`src/rtl/spi_reg_pkg.sv`:
```
package spi_reg_pkg;

    typedef enum logic [1:0] {
        ST_INSTR = 2'd0,
        ST_WRITE = 2'd1,
        ST_READ  = 2'd2,
        ST_DONE  = 2'd3
    } port_state_e;

endpackage

```
`src/rtl/spi_pin_sync.sv`:
```
module spi_pin_sync #(
    parameter int                STAGES  = 2,
    parameter int                WIDTH   = 3,
    parameter logic [WIDTH-1:0]  RST_VAL = '0
) (
    input  logic             clk,
    input  logic             rst_n,
    input  logic [WIDTH-1:0] d,
    output logic [WIDTH-1:0] q
);

    logic [STAGES-1:0][WIDTH-1:0] chain_q;

    generate
        if (STAGES == 1) begin : g_single
            always_ff @(posedge clk or negedge rst_n) begin
                if (!rst_n) chain_q[0] <= RST_VAL;
                else        chain_q[0] <= d;
            end
        end else begin : g_multi
            always_ff @(posedge clk or negedge rst_n) begin
                if (!rst_n) chain_q <= {STAGES{RST_VAL}};
                else        chain_q <= {chain_q[STAGES-2:0], d};
            end
        end
    endgenerate

    assign q = chain_q[STAGES-1];

endmodule

```
`src/rtl/spi_sclk_edge.sv`:
```
module spi_sclk_edge (
    input  logic clk,
    input  logic rst_n,
    input  logic sclk_s,
    output logic rise,
    output logic fall
);

    logic prev_q;

    always_ff @(posedge clk or negedge rst_n) begin
        if (!rst_n) prev_q <= 1'b0;
        else        prev_q <= sclk_s;
    end

    assign rise = sclk_s & ~prev_q;
    assign fall = ~sclk_s & prev_q;

endmodule

```
`src/rtl/spi_reg_bank.sv`:
```
module spi_reg_bank #(
    parameter int NUM_REGS = 32,
    parameter int DATA_W   = 8,
    localparam int AW      = $clog2(NUM_REGS)
) (
    input  logic                       clk,
    input  logic                       rst_n,
    input  logic                       we,
    input  logic [AW-1:0]              waddr,
    input  logic [DATA_W-1:0]          wdata,
    input  logic [AW-1:0]              raddr,
    output logic [DATA_W-1:0]          rdata,
    output logic [NUM_REGS*DATA_W-1:0] flat
);

    logic [NUM_REGS-1:0][DATA_W-1:0] regs_q;

    always_ff @(posedge clk or negedge rst_n) begin
        if (!rst_n) begin
            regs_q <= '0;
        end else begin
            for (int i = 0; i < NUM_REGS; i++) begin
                if (we && (waddr == AW'(i))) regs_q[i] <= wdata;
            end
        end
    end

    assign rdata = regs_q[raddr];

    generate
        for (genvar g = 0; g < NUM_REGS; g++) begin : g_flat
            assign flat[g*DATA_W +: DATA_W] = regs_q[g];
        end
    endgenerate

endmodule

```
`src/rtl/spi_reg_port.sv`:
```
module spi_reg_port
    import spi_reg_pkg::*;
#(
    parameter int NUM_REGS    = 32,
    parameter int DATA_W      = 8,
    parameter int SYNC_STAGES = 2,
    parameter int MODE_REG    = 0,
    parameter int MODE_BIT    = 6,
    localparam int AW         = $clog2(NUM_REGS),
    localparam int CNT_W      = $clog2(DATA_W),
    localparam int LEN_W      = DATA_W - 1 - AW,
    localparam int CFG_W      = NUM_REGS * DATA_W
) (
    input  logic             clk,
    input  logic             rst_n,
    input  logic             sclk,
    input  logic             csb,
    input  logic             sdio_in,
    output logic             sdio_out,
    output logic             sdio_oe,
    output logic [CFG_W-1:0] cfg_q
);

    logic        csb_s, sclk_s, sdi_s;
    logic        sclk_rise, sclk_fall;

    port_state_e      state_q, state_d;
    logic [CNT_W-1:0] bit_cnt_q;
    logic [DATA_W-1:0] shift_q, shift_in;
    logic [AW-1:0]    addr_q, addr_step;
    logic [LEN_W-1:0] left_q;
    logic             lsb_q, sdo_q, oe_q;
    logic             byte_end, mode_now;
    logic [CNT_W-1:0] out_idx;
    logic             bank_we;
    logic [DATA_W-1:0] bank_rdata;

    spi_pin_sync #(
        .STAGES (SYNC_STAGES),
        .WIDTH  (3),
        .RST_VAL(3'b100)
    ) u_sync (
        .clk  (clk),
        .rst_n(rst_n),
        .d    ({csb, sclk, sdio_in}),
        .q    ({csb_s, sclk_s, sdi_s})
    );

    spi_sclk_edge u_edge (
        .clk  (clk),
        .rst_n(rst_n),
        .sclk_s(sclk_s),
        .rise (sclk_rise),
        .fall (sclk_fall)
    );

    // Byte assembly: LSB-first fills from the top, MSB-first from the bottom.
    assign shift_in  = lsb_q ? {sdi_s, shift_q[DATA_W-1:1]}
                             : {shift_q[DATA_W-2:0], sdi_s};
    assign byte_end  = sclk_rise && (bit_cnt_q == CNT_W'(DATA_W-1));
    assign addr_step = lsb_q ? addr_q + 1'b1 : addr_q - 1'b1;
    assign out_idx   = lsb_q ? bit_cnt_q : CNT_W'(DATA_W-1) - bit_cnt_q;
    assign mode_now  = cfg_q[MODE_REG*DATA_W + MODE_BIT];
    assign bank_we   = byte_end && (state_q == ST_WRITE) && !csb_s;

    always_comb begin
        state_d = state_q;
        if (csb_s) begin
            state_d = ST_INSTR;
        end else begin
            unique case (state_q)
                ST_INSTR: if (byte_end) state_d = shift_in[DATA_W-1] ? ST_READ : ST_WRITE;
                ST_WRITE: if (byte_end && left_q == '0) state_d = ST_DONE;
                ST_READ:  if (byte_end && left_q == '0) state_d = ST_DONE;
                ST_DONE:  state_d = ST_DONE;
            endcase
        end
    end

    always_ff @(posedge clk or negedge rst_n) begin
        if (!rst_n) state_q <= ST_INSTR;
        else        state_q <= state_d;
    end

    always_ff @(posedge clk or negedge rst_n) begin
        if (!rst_n) begin
            bit_cnt_q <= '0;
            shift_q   <= '0;
            addr_q    <= '0;
            left_q    <= '0;
            lsb_q     <= 1'b0;
            sdo_q     <= 1'b0;
            oe_q      <= 1'b0;
        end else if (csb_s) begin
            bit_cnt_q <= '0;
            oe_q      <= 1'b0;
            lsb_q     <= mode_now;
        end else begin
            if (sclk_rise && state_q != ST_DONE) begin
                shift_q   <= shift_in;
                bit_cnt_q <= bit_cnt_q + 1'b1;
            end
            if (byte_end) begin
                unique case (state_q)
                    ST_INSTR: begin
                        addr_q <= shift_in[AW-1:0];
                        left_q <= shift_in[DATA_W-2 -: LEN_W];
                    end
                    ST_WRITE, ST_READ: begin
                        addr_q <= addr_step;
                        left_q <= left_q - 1'b1;
                    end
                    ST_DONE: ;
                endcase
            end
            if (sclk_fall && state_q == ST_READ) begin
                sdo_q <= bank_rdata[out_idx];
                oe_q  <= 1'b1;
            end
            if (state_d != ST_READ) oe_q <= 1'b0;
        end
    end

    spi_reg_bank #(
        .NUM_REGS(NUM_REGS),
        .DATA_W  (DATA_W)
    ) u_bank (
        .clk  (clk),
        .rst_n(rst_n),
        .we   (bank_we),
        .waddr(addr_q),
        .wdata(shift_in),
        .raddr(addr_q),
        .rdata(bank_rdata),
        .flat (cfg_q)
    );

    assign sdio_out = sdo_q;
    assign sdio_oe  = oe_q;

endmodule

```
`config.mk`:
```
export PLATFORM = sky130hd
export DESIGN_NAME = spi_reg_port
export DESIGN_NICKNAME = d
export VERILOG_FILES = /design/src/rtl/spi_reg_pkg.sv /design/src/rtl/spi_pin_sync.sv /design/src/rtl/spi_sclk_edge.sv /design/src/rtl/spi_reg_bank.sv /design/src/rtl/spi_reg_port.sv
export SDC_FILE = /design/constraint.sdc
export NUM_CORES = 1
export LEC_CHECK = 0
export ABC_AREA = 1
export BUFFER_PORTS_ARGS = -buffer_cell sky130_fd_sc_hd__buf_2
export CORE_ASPECT_RATIO = 1.25
export CORE_MARGIN = 4
export CORE_UTILIZATION = 29
export DETAILED_ROUTE_END_ITERATION = 10
export PLACE_DENSITY_LB_ADDON = 0.25
export SYNTH_ARGS = -nofsm -noshare
export SYNTH_HDL_FRONTEND = slang
export SYNTH_SLANG_ARGS = --single-unit
```
`constraint.sdc`:
```
create_clock -name clk -period 1.9 [get_ports clk]
set_clock_uncertainty 0.05 [all_clocks]
set_input_delay 0.19 -clock clk [delete_from_list [all_inputs] [get_ports clk]]
set_output_delay 0.19 -clock clk [all_outputs]
set_load 0.01 [all_outputs]
```
==> flow_summary.json, run 1 <==
{
  "cap_violations": 0,
  "netlist.area_leader.share_pct": 51.9,
  "report.final.slew_viol_count": 0,
  "max_stage_delay_ps": 580,
  "critPathRequiredTime_ps": 2260,
  "worst_voltage_drop_across_the_vdd_grid_v": 0.000540,
  "synth_area_per_cell_um2": 7.83,
  "slew_headroom_pct": 63.2,
  "mappedNetlistNets": 1769,
  "startpoint_type": "flip-flop",
  "yosysTopAreaCell": "sky130_fd_sc_hd__dfrtp_1",
  "grt_usage_pct": 22.2,
  "share_of_post_route_cells_with_drive_strength_above_1_pct": 35.9,
  "clockRootBuffer": "sky130_fd_sc_hd__clkbuf_16",
  "worst_skew_pair.late_latency_ps": 530,
  "postLayoutCoreUtil_pct": 43.2,
  "floorplan.die.height_um": 251,
  "max-clock-path-buffers": 3,
  "top_post_synthesis_cells_by_area": "sky130_fd_sc_hd__dfrtp_1, sky130_fd_sc_hd__nand2_1, sky130_fd_sc_hd__o21ai_0",
  "area_of_the_mapped_netlist_um2": 13700,
  "critical_path.endpoint_type": "flip-flop",
  "synth_ff_type": "sky130_fd_sc_hd__dfrtp_1",
  "num_antenna_cells": 0,
  "numCtsBuffers": 34,
  "status": "complete, but fails checks",
  "power.static_leakage_uw": 0.00981,
  "timing.critical_path.cells": "buf_6, clkbuf_16, o211ai_1, nand2_1, a21oi_1, nand2_1, nand3_1, nand3_1, nand3_1, nand2_1, nand2_1, nand2_1",
  "timing.hold.ws_ps": 54.9,
  "violations_in_the_final_reports": "negative setup slack",
  "area_growth_syn_to_layout_pct": 46.6,
  "crit_arrival_ps": 2550,
  "achievable-frequency_mhz": 456,
  "design.core.area_um2": 46500,
  "cts_sinks": 286,
  "port_buffers": 262,
  "tritoncts": "built",
  "finalHoldViolCount": 0,
  "cell_area_power_density_nw_per_um2": 726,
  "synth_edf_count": 0,
  "initial_antenna_violation_count": 0,
  "total_of_flip_flops_plus_latches_after_synthesis": 286,
  "wl_per_cell_um": 21.7,
  "finish.cell_count_without_fillers": 2786,
  "yosysWarningCount": 0,
  "timing.final.crit_share_pct": 115,
  "synth.distinct_cells": 34,
  "placed_cells": 2688,
  "seq_area_frac_synth_pct": 52.3,
  "via_count": 13900,
  "postLayoutSetupSlackWorst_ps": -292,
  "critical_path.slowest_cell": "sky130_fd_sc_hd__dfrtp_4",
  "design_power_total_uw": 14600,
  "rsz_0062_raised_after_global_routing": "true",
  "gp_congestion": 0.980,
  "floorplan.initialDensity_pct": 29.5,
  "die_width_um": 202,
  "postRouteWirelength_mm": 60.6,
  "setup-violations-final": 245,
  "final_design_area_no_fill_um2": 20100,
  "final_net_count": 2154,
  "drt-initial-drc-count": 1120,
  "die_area_um2": 50800,
  "synthCells": 1750,
  "fin_crit_ps": 2190,
  "grt_start_max_net_pins": 93,
  "grt_pass1_vias": 13300,
  "htree_num_levels": 2,
  "crit_type": "flip-flop to flip-flop",
  "num_io_pins": 263,
  "drc": 0,
  "avgViaCountPerCell": 4.99,
  "drt-pass1-iter-count": 6,
  "cpMostUsedCell": "sky130_fd_sc_hd__nand2_1",
  "globalRouteOverflowTotal": 0,
  "async_set_or_reset_register_ratio_after_synthesis_pct": 100,
  "drt_antenna_net_count": 0,
  "placedInstanceArea_um2": 17100,
  "first_pass_grt_wire_length_mm": 86.4,
  "cts.clk_slew.worst_paths_ps": 70,
  "worst-slew-pin-transition_ps": 552,
  "placed_wire_length_estimate_mm": 42.5,
  "placement_rows": 88,
  "worst_hold_path_type": "input port to async pin",
  "cp_max_fo": 11
}
-- cells by family (layout without fill, tap and decap cells) --
| logic type | Yosys count | after routing | share of synthesized area (%) |
|---|---|---|---|
| XOR/XNOR | 6 | 6 | 0.384 |
| AND/OR/NAND/NOR | 796 | 796 | 23.7 |
| buffers and inverters | 254 | 660 | 7.48 |
| flip-flops | 286 | 286 | 52.3 |
| AO/OA/AOI/OAI | 394 | 394 | 14.9 |
| adder cells (fa/ha/maj) | 14 | 14 | 1.28 |
-- layer usage --
layer  global-route usage [%]  vias up  part of all wire [%]
met2                     38.8      526                    50
met4                     8.75        0                   5.0
met5                        0        -                     0
li1                         -     6405                     -
met3                     3.42      151                   5.7
met1                     27.5     6809                    39
-- state kept, by name, indices dropped and copies added, names as in the netlist --
| signal | cells |
|---|---|
| u_bank.flat | 256 |
| shift_q | 8 |
| addr_q | 5 |
| bit_cnt_q | 3 |
| u_sync.chain_q | 3 |
| u_sync.q | 3 |
| left_q | 2 |
| state_q | 2 |
| lsb_q | 1 |
| sdio_oe | 1 |
| sdio_out | 1 |
| u_edge.prev_q | 1 |
-- where the power goes --
group | switching [µW] | total (µW) | internal, µW
sequential | 44.0 | 6200 | 6160
clock | 2640 | 6820 | 4170
combinational | 1200 | 1550 | 350
total | 3890 | 14600 | 10700
-- layout make-up --
class / count / area (µm²)
Sequential cell: 286 / 7160
Clock buffer: 50 / 1030
Clock inverter: 7 / 116
Multi-Input combinational cell: 1210 / 6640
Tap cell: 630 / 788
Timing Repair Buffer: 456 / 3760
Fill cell: 4675 / 26400
Inverter: 147 / 574
-- critical path, delay by kind of cell, from the launching register on --
family	cells	cell delay (ps)
flops	1	580
simple gates	8	690
compound gates	2	420
buf+inv	2	340
-- synth_stat cells, types with 2 or more instances --
cell type	count
sky130_fd_sc_hd__nand2_2	2
sky130_fd_sc_hd__dfstp_2	2
sky130_fd_sc_hd__o22ai_1	2
sky130_fd_sc_hd__o21ai_1	5
sky130_fd_sc_hd__xor2_1	5
sky130_fd_sc_hd__buf_2	40
sky130_fd_sc_hd__a21oi_1	81
sky130_fd_sc_hd__nand4_1	3
sky130_fd_sc_hd__nor2_2	7
sky130_fd_sc_hd__buf_1	3
sky130_fd_sc_hd__nor2_1	117
sky130_fd_sc_hd__o211ai_1	17
sky130_fd_sc_hd__o21ai_0	282
sky130_fd_sc_hd__inv_2	5
sky130_fd_sc_hd__inv_1	141
sky130_fd_sc_hd__a22o_1	2
sky130_fd_sc_hd__nand2_1	554
sky130_fd_sc_hd__nand3_1	101
sky130_fd_sc_hd__nor3_4	2
sky130_fd_sc_hd__dfrtp_1	284
sky130_fd_sc_hd__ha_1	14
sky130_fd_sc_hd__buf_4	5
sky130_fd_sc_hd__nor2_4	7
sky130_fd_sc_hd__clkbuf_1	59
-- worst paths after layout --
kind	depth (start not counted)	start	slack, ps	end
hold reg to reg	0	u_sync.chain_q[2]	310	u_sync.q[2]
min in group clk	2	sclk	260	u_sync.chain_q[1]
hold / removal	2	rst_n	50	u_bank.flat[117]
setup reg to reg	12	addr_q[0]	-290	sdio_out
max in group asynchronous	3	rst_n	940	u_bank.flat[56]
setup / recovery	12	addr_q[0]	-290	sdio_out
-- cell usage in the layout (no fill, tap or decap), types with 49 or more instances in the layout --
master	count
sky130_fd_sc_hd__a21oi_1	69
sky130_fd_sc_hd__buf_12	49
sky130_fd_sc_hd__buf_2	261
sky130_fd_sc_hd__buf_4	99
sky130_fd_sc_hd__dfrtp_1	282
sky130_fd_sc_hd__inv_1	137
sky130_fd_sc_hd__nand2_1	419
sky130_fd_sc_hd__nand2_2	101
sky130_fd_sc_hd__nand3_1	86
sky130_fd_sc_hd__nor2_1	103
sky130_fd_sc_hd__o21ai_0	127
sky130_fd_sc_hd__o21ai_1	106
sky130_fd_sc_hd__o21ai_2	54
-- through the flow --
step                      setup slack, ps  TNS (ps)
after global placement               -266    -27360
after detailed placement             -257    -35850
after floorplan                     -33.5      -551
after global routing                 -365    -54790
after CTS                            -206    -28790
final                                -292    -39640
-- what timing repair did --
| action | 4_1_cts | 5_1_grt |
|---|---|---|
| gates cloned | 12 | 10 |
| setup buffers | 6 | 14 |
| resized for setup | 138 | 384 |
| endpoints found under the hold margin | 238 | 0 |
| hold buffers | 4 | 0 |
| setup endpoints to repair | 257 | 264 |
| pin swaps | 2 | 22 |
Power figures use the tool's default switching activity.
==> run 2, diff against run 1 <==
--- a/config.mk
+++ b/config.mk
@@ -12,6 +12,7 @@
 export CORE_UTILIZATION = 29
 export DETAILED_ROUTE_END_ITERATION = 10
 export PLACE_DENSITY_LB_ADDON = 0.25
+export SKIP_LAST_GASP = 1
 export SYNTH_ARGS = -nofsm -noshare
 export SYNTH_HDL_FRONTEND = slang
 export SYNTH_SLANG_ARGS = --single-unit
==> run 2 against run 1 <==
Critical path type unchanged. Maximum frequency grew 1.9%. The run still ends with negative setup slack left. Die area is the same. Power shrank 0.29%. Utilization shrank 0.67 points. Combinational power is essentially flat.
==> flow_summary.json, run 2 (synthesized netlist as in run 1, its figures left out) <==
{
  "status": "complete, but fails checks",
  "die_area_um2": 50800,
  "achievable-frequency_mhz": 465,
  "timing.critical_path.cells": "ha_2, ha_4, nand2_4, nor3_4, inv_2, nor2_8, inv_8, nor3_4, clkbuf_16, nand2_2, o21ai_1",
  "max-clock-path-buffers": 3,
  "power.share.switching_pct": 26.5,
  "grt_start_max_net_pins": 93,
  "final_net_count": 2154,
  "p_clk_share_pct": 46.8,
  "setup-violations-final": 259,
  "worst_voltage_drop_across_the_vdd_grid_v": 0.000537,
  "timing.final.crit_share_pct": 113,
  "worst-slew-pin-transition_ps": 550,
  "placed_wire_length_estimate_mm": 42.5,
  "cts.clk_slew.worst_paths_ps": 60,
  "area_growth_syn_to_layout_pct": 44.3,
  "largest_register_ffs": 256,
  "cap_violations": 0,
  "gp_congestion": 0.980,
  "drt-initial-drc-count": 1089,
  "crit_arrival_ps": 2550,
  "startpoint_type": "flip-flop",
  "report.final.slew_viol_count": 0,
  "first_pass_grt_wire_length_mm": 86.3,
  "drt_antenna_net_count": 0,
  "finalHoldViolCount": 0,
  "postRouteWirelength_mm": 60.2,
  "via_count": 13800,
  "layout.cells.most_common_list": "sky130_fd_sc_hd__nand2_1, sky130_fd_sc_hd__dfrtp_1, sky130_fd_sc_hd__buf_2",
  "clockRootBuffer": "sky130_fd_sc_hd__clkbuf_16",
  "num_io_pins": 263,
  "floorplan.initialDensity_pct": 29.5,
  "drt-pass1-iter-count": 6,
  "port_buffers": 262,
  "slew_headroom_pct": 63.3,
  "critical_path.endpoint_type": "flip-flop",
  "critical_path.slowest_cell": "sky130_fd_sc_hd__dfrtp_1",
  "globalRouteOverflowTotal": 0,
  "power.static_leakage_uw": 0.00972,
  "fin_setup_tns_ps": -42640,
  "cpMostUsedCell": "sky130_fd_sc_hd__nor3_4",
  "grt_usage_pct": 22.2,
  "power.combinational.fraction_pct": 10.5,
  "wl_per_cell_um": 21.6,
  "rsz_0062_raised_after_global_routing": "true",
  "worst_reg2reg_startpoint": "bit_cnt_q[1]",
  "layout.cells.most_common": "sky130_fd_sc_hd__nand2_1",
  "worst_hold_path_type": "input port to async pin",
  "cp_max_fo": 8,
  "initial_antenna_violation_count": 1,
  "cell_area_power_density_nw_per_um2": 735,
  "dp_slack_ps": -257,
  "worst_skew_pair.late_latency_ps": 530,
  "postLayoutSetupSlackWorst_ps": -252,
  "grt_pass1_vias": 13300,
  "floorplan.die.height_um": 251,
  "max_stage_delay_ps": 350,
  "share_of_post_route_cells_with_drive_strength_above_1_pct": 33.6,
  "filler_cell_count": 4696,
  "design.core.area_um2": 46500,
  "power.share.sequential_pct": 42.7,
  "critPathRequiredTime_ps": 2300,
  "tritoncts": "built",
  "placement_rows": 88,
  "placed_cells": 2688,
  "startpoint": "bit_cnt_q[1]",
  "die_width_um": 202,
  "violations_in_the_final_reports": "negative setup slack",
  "switchingPower_uw": 3850,
  "cts_sinks": 286,
  "path_buf_inv": 3,
  "finish.cell_count_without_fillers": 2787,
  "avgViaCountPerCell": 4.94,
  "numCtsBuffers": 34,
  "timing.critical_path.max_delay_family": "simple AND/OR/NAND/NOR gates",
  "crit_type": "flip-flop to flip-flop",
  "drc": 0,
  "fin_crit_ps": 2150,
  "p_int_uw": 10700,
  "htree_num_levels": 2
}
## run 2: cell types whose count changed in the layout (fill, tap and decap cells not counted), moves of 4 or more
cell | previous run | this run
sky130_fd_sc_hd__nand2_1 | 419 | 452
sky130_fd_sc_hd__o21ai_2 | 54 | 41
sky130_fd_sc_hd__o21ai_0 | 127 | 160
sky130_fd_sc_hd__nand2_2 | 101 | 79
sky130_fd_sc_hd__o21ai_1 | 106 | 86
sky130_fd_sc_hd__nand2_4 | 33 | 23
sky130_fd_sc_hd__buf_4 | 99 | 103
## run 2: per-layer routing
layer | track usage (%) | wire [µm] | up-vias
met4 | 8.97 | 2770 | 0
met2 | 38.7 | 30200 | 531
met3 | 3.44 | 3560 | 132
met5 | 0 | 0 | -
met1 | 27.5 | 23700 | 6692
li1 | - | - | 6409
## run 2: final timing paths
kind	cells after the start	end	slack, ps
worst max-delay path	11	u_bank.flat[95]	-250
worst min-delay path	2	u_bank.flat[117]	60
worst max register to register	11	u_bank.flat[95]	-250
worst min register to register	0	u_sync.q[2]	310
max in group asynchronous	3	u_bank.flat[52]	940
min in group clk	2	u_sync.chain_q[1]	260
## run 2: timing repair
| action | in CTS | in global routing |
|---|---|---|
| buffers inserted | 6 | 13 |
| gates cloned | 12 | 9 |
| pin swaps | 2 | 23 |
| hold buffers | 4 | 0 |
| hold endpoints to repair | 238 | 0 |
| setup endpoints to repair | 257 | 264 |
| gates resized for setup | 119 | 297 |
## run 2: area by class of cell
class | instances | area (µm²) | area share (%)
diodes | 1 | 2.50 | 0.0127
clock inverters | 7 | 116 | 0.589
inverters | 147 | 572 | 2.89
well taps | 630 | 788 | 3.99
repair buffers | 456 | 3690 | 18.7
flip-flops and latches | 286 | 7160 | 36.2
multi-input cells | 1210 | 6400 | 32.4
clock buffers | 50 | 1030 | 5.23
## run 2: power by group through the flow
stage | sequential [µW] | combinational [µW] | clock [µW]
5_1_grt | 6200 | 1630 | 7170
2_1_floorplan | 6300 | 517 | 0
3_5_place_dp | 6310 | 1440 | 0
3_3_place_gp | 6310 | 1420 | 0
6_report | 6200 | 1530 | 6800
4_1_cts | 6200 | 1450 | 6940
## run 2: per-stage QoR
step | hold WS [ps] | instance area, µm² | utilization, % | total power, µW
finish | 56.1 | 19800 | 42.5 | 14500
global route | 70.6 | 19800 | 42.5 | 15000
CTS | 37.8 | 18700 | 40.3 | 14600
detailed placement | 10.0 | 17100 | 36.7 | 7750
global placement | 9.97 | 17100 | 36.7 | 7720
floorplan | -156 | 13800 | - | 6820
==> run 3, diff against run 2 <==
==> constraint.sdc (replaced) <==
create_clock -name clk -period 2.2 [get_ports clk]
set_clock_uncertainty 0.05 [all_clocks]
set_input_delay 0.22 -clock clk [delete_from_list [all_inputs] [get_ports clk]]
set_output_delay 0.22 -clock clk [all_outputs]
set_load 0.01 [all_outputs]
==> run 3 against run 2 <==
Clock power down 23%. The flow still finishes with violations (negative setup slack). Critical endpoint is now u_bank.flat[224]. First-iteration DRC count down 18%. Highest routed layer unchanged. Flip-flop and latch count unchanged. Worst hold slack better by 100 ps. Via count down 4.8%. Utilization down 4.0 points. Worst setup slack better by 220 ps. Sequential share of layout area up 3.7 points.
==> flow_summary.json, run 3 (synthesized netlist as in run 1, its figures left out) <==
{
  "die_area_um2": 50800,
  "num_antenna_cells": 0,
  "timing.hold.ws_ps": 161,
  "numCtsBuffers": 31,
  "drt_antenna_net_count": 0,
  "postLayoutSetupSlackWorst_ps": -36.1,
  "floorplan.die.height_um": 251,
  "cts.clk_slew.worst_paths_ps": 60,
  "max-clock-path-buffers": 3,
  "global_route.usage.met1_pct": 27.1,
  "drc": 0,
  "final_net_count": 2084,
  "cap_violations": 0,
  "port_buffers": 262,
  "slew_headroom_pct": 58.8,
  "fin_crit_ps": 2240,
  "worst_skew_pair.late_latency_ps": 580,
  "largest_register_ffs": 256,
  "cts_sinks": 286,
  "grt_start_max_net_pins": 67,
  "layout.cells.most_common_list": "sky130_fd_sc_hd__nand2_1, sky130_fd_sc_hd__dfrtp_1, sky130_fd_sc_hd__o21ai_0",
  "placed_wire_length_estimate_mm": 40.9,
  "grt_usage_pct": 21.0,
  "critical_path.endpoint_type": "flip-flop",
  "global_route.usage.met3_pct": 3.21,
  "gp_congestion": 0.965,
  "rsz_0062_raised_after_global_routing": "true",
  "avgViaCountPerCell": 4.82,
  "htree_num_levels": 1,
  "critPathRequiredTime_ps": 2660,
  "achievable-frequency_mhz": 447,
  "via_count": 13100,
  "first_pass_grt_wire_length_mm": 82.5,
  "floorplan.initialDensity_pct": 29.5,
  "placedInstanceArea_um2": 16500,
  "status": "complete, but fails checks",
  "design.core.area_um2": 46500,
  "met2_usage_pct": 35.6,
  "timing.final.crit_share_pct": 102,
  "placement_rows": 88,
  "power.static_leakage_uw": 0.00906,
  "finalHoldViolCount": 0,
  "wl_per_cell_um": 20.6,
  "area_growth_syn_to_layout_pct": 30.9,
  "drt-initial-drc-count": 893,
  "initial_antenna_violation_count": 0,
  "tritoncts": "built",
  "cell_area_power_density_nw_per_um2": 656,
  "layout.cells.most_common": "sky130_fd_sc_hd__nand2_1",
  "clockRootBuffer": "sky130_fd_sc_hd__clkbuf_16",
  "share_of_post_route_cells_with_drive_strength_above_1_pct": 23.2,
  "violations_in_the_final_reports": "negative setup slack",
  "die_width_um": 202,
  "startpoint_type": "flip-flop",
  "crit_type": "flip-flop to flip-flop",
  "worst-slew-pin-transition_ps": 618,
  "grt_pass1_vias": 12800,
  "worst_hold_path_type": "input port to async pin",
  "globalRouteOverflowTotal": 0,
  "report.final.slew_viol_count": 0,
  "worst_voltage_drop_across_the_vdd_grid_v": 0.000560,
  "final_design_area_no_fill_um2": 17900,
  "cp_max_fo": 8,
  "globalRoute.busiestLayer": "met2",
  "num_io_pins": 263,
  "setup-violations-final": 8,
  "crit_arrival_ps": 2690,
  "drt-pass1-iter-count": 5,
  "postRouteWirelength_mm": 56.0
}
[run 3: cell count changes in the layout (fill, tap and decap cells not counted), sizes merged]
cell,previous run,this run
buf,446,380
clkbuf,56,51
bufinv,3,2
diode,1,0
clkinv,2,6
clkinvlp,1,0
[run 3: layout make-up]
type | count | area, µm²
Clock buffer | 46 | 892
Clock inverter | 9 | 103
Fill cell | 4882 | 28500
Inverter | 147 | 564
Multi-Input combinational cell | 1210 | 5630
Sequential cell | 286 | 7160
Tap cell | 630 | 788
Timing Repair Buffer | 389 | 2800
[run 3: repair_timing]
action                                  4_1_cts  5_1_grt
hold buffers                                  4        0
endpoints found under the setup margin       15      174
buffers inserted                              2       12
pin swaps                                     1        5
gates resized for setup                       2       37
gates cloned                                  0        5
hold endpoints to repair                     62        0
[run 3: routing by layer]
| metal | wire (µm) | share of wire, % |
|---|---|---|
| met5 | 0 | 0 |
| met3 | 3270 | 5.8 |
| met1 | 23100 | 41 |
| met4 | 2530 | 4.5 |
| met2 | 27100 | 48 |
[run 3: path summary, 6_finish.rpt]
path,start,endpoint,slack [ps],cells past startpoint
min,rst_n,u_bank.flat[151],160,2
min in group clk,sclk,u_sync.chain_q[1],240,2
max,bit_cnt_q[1],u_bank.flat[224],-40,12
min reg2reg,u_sync.chain_q[0],u_sync.q[0],300,0
max in group asynchronous,rst_n,u_bank.flat[161],1210,3
max reg2reg,bit_cnt_q[1],u_bank.flat[224],-40,12
[run 3: power breakdown]
group	total [µW]	internal [µW]	leakage (µW)	switching [µW]
Clock	5230	3020	0.000493	2220
Sequential	5360	5320	0.00397	40.8
Combinational	1170	283	0.00460	888
Total	11800	8620	0.00906	3140
[run 3: per-stage QoR]
| stage | setup WS (ps) | utilization (%) | power (µW) | setup TNS [ps] | std cells |
|---|---|---|---|---|---|
| final | -36.1 | 38.6 | 11800 | -192 | 2717 |
| after global routing | -183 | 38.6 | 12200 | -3540 | 2717 |
| after CTS | 21.8 | 37.8 | 11900 | 0 | 2700 |
| after detailed placement | -32.2 | 35.5 | 6600 | -213 | 2639 |
| after floorplan | 124 | - | 5890 | 0 | 1750 |
| after global placement | -11.9 | 35.5 | 6580 | -12.4 | 2639 |
[run 3: critical path, stage by stage (launching register included)]
cell and delay [ps]:
sky130_fd_sc_hd__dfrtp_1 370, sky130_fd_sc_hd__ha_2 210, sky130_fd_sc_hd__ha_4 150, sky130_fd_sc_hd__nand2_4 70
sky130_fd_sc_hd__nor3_4 160, sky130_fd_sc_hd__inv_2 110, sky130_fd_sc_hd__nor2_4 230, sky130_fd_sc_hd__clkinv_4 150
sky130_fd_sc_hd__buf_12 170, sky130_fd_sc_hd__nor2_4 160, sky130_fd_sc_hd__buf_12 160, sky130_fd_sc_hd__nor2_1 40
sky130_fd_sc_hd__a21oi_1 110
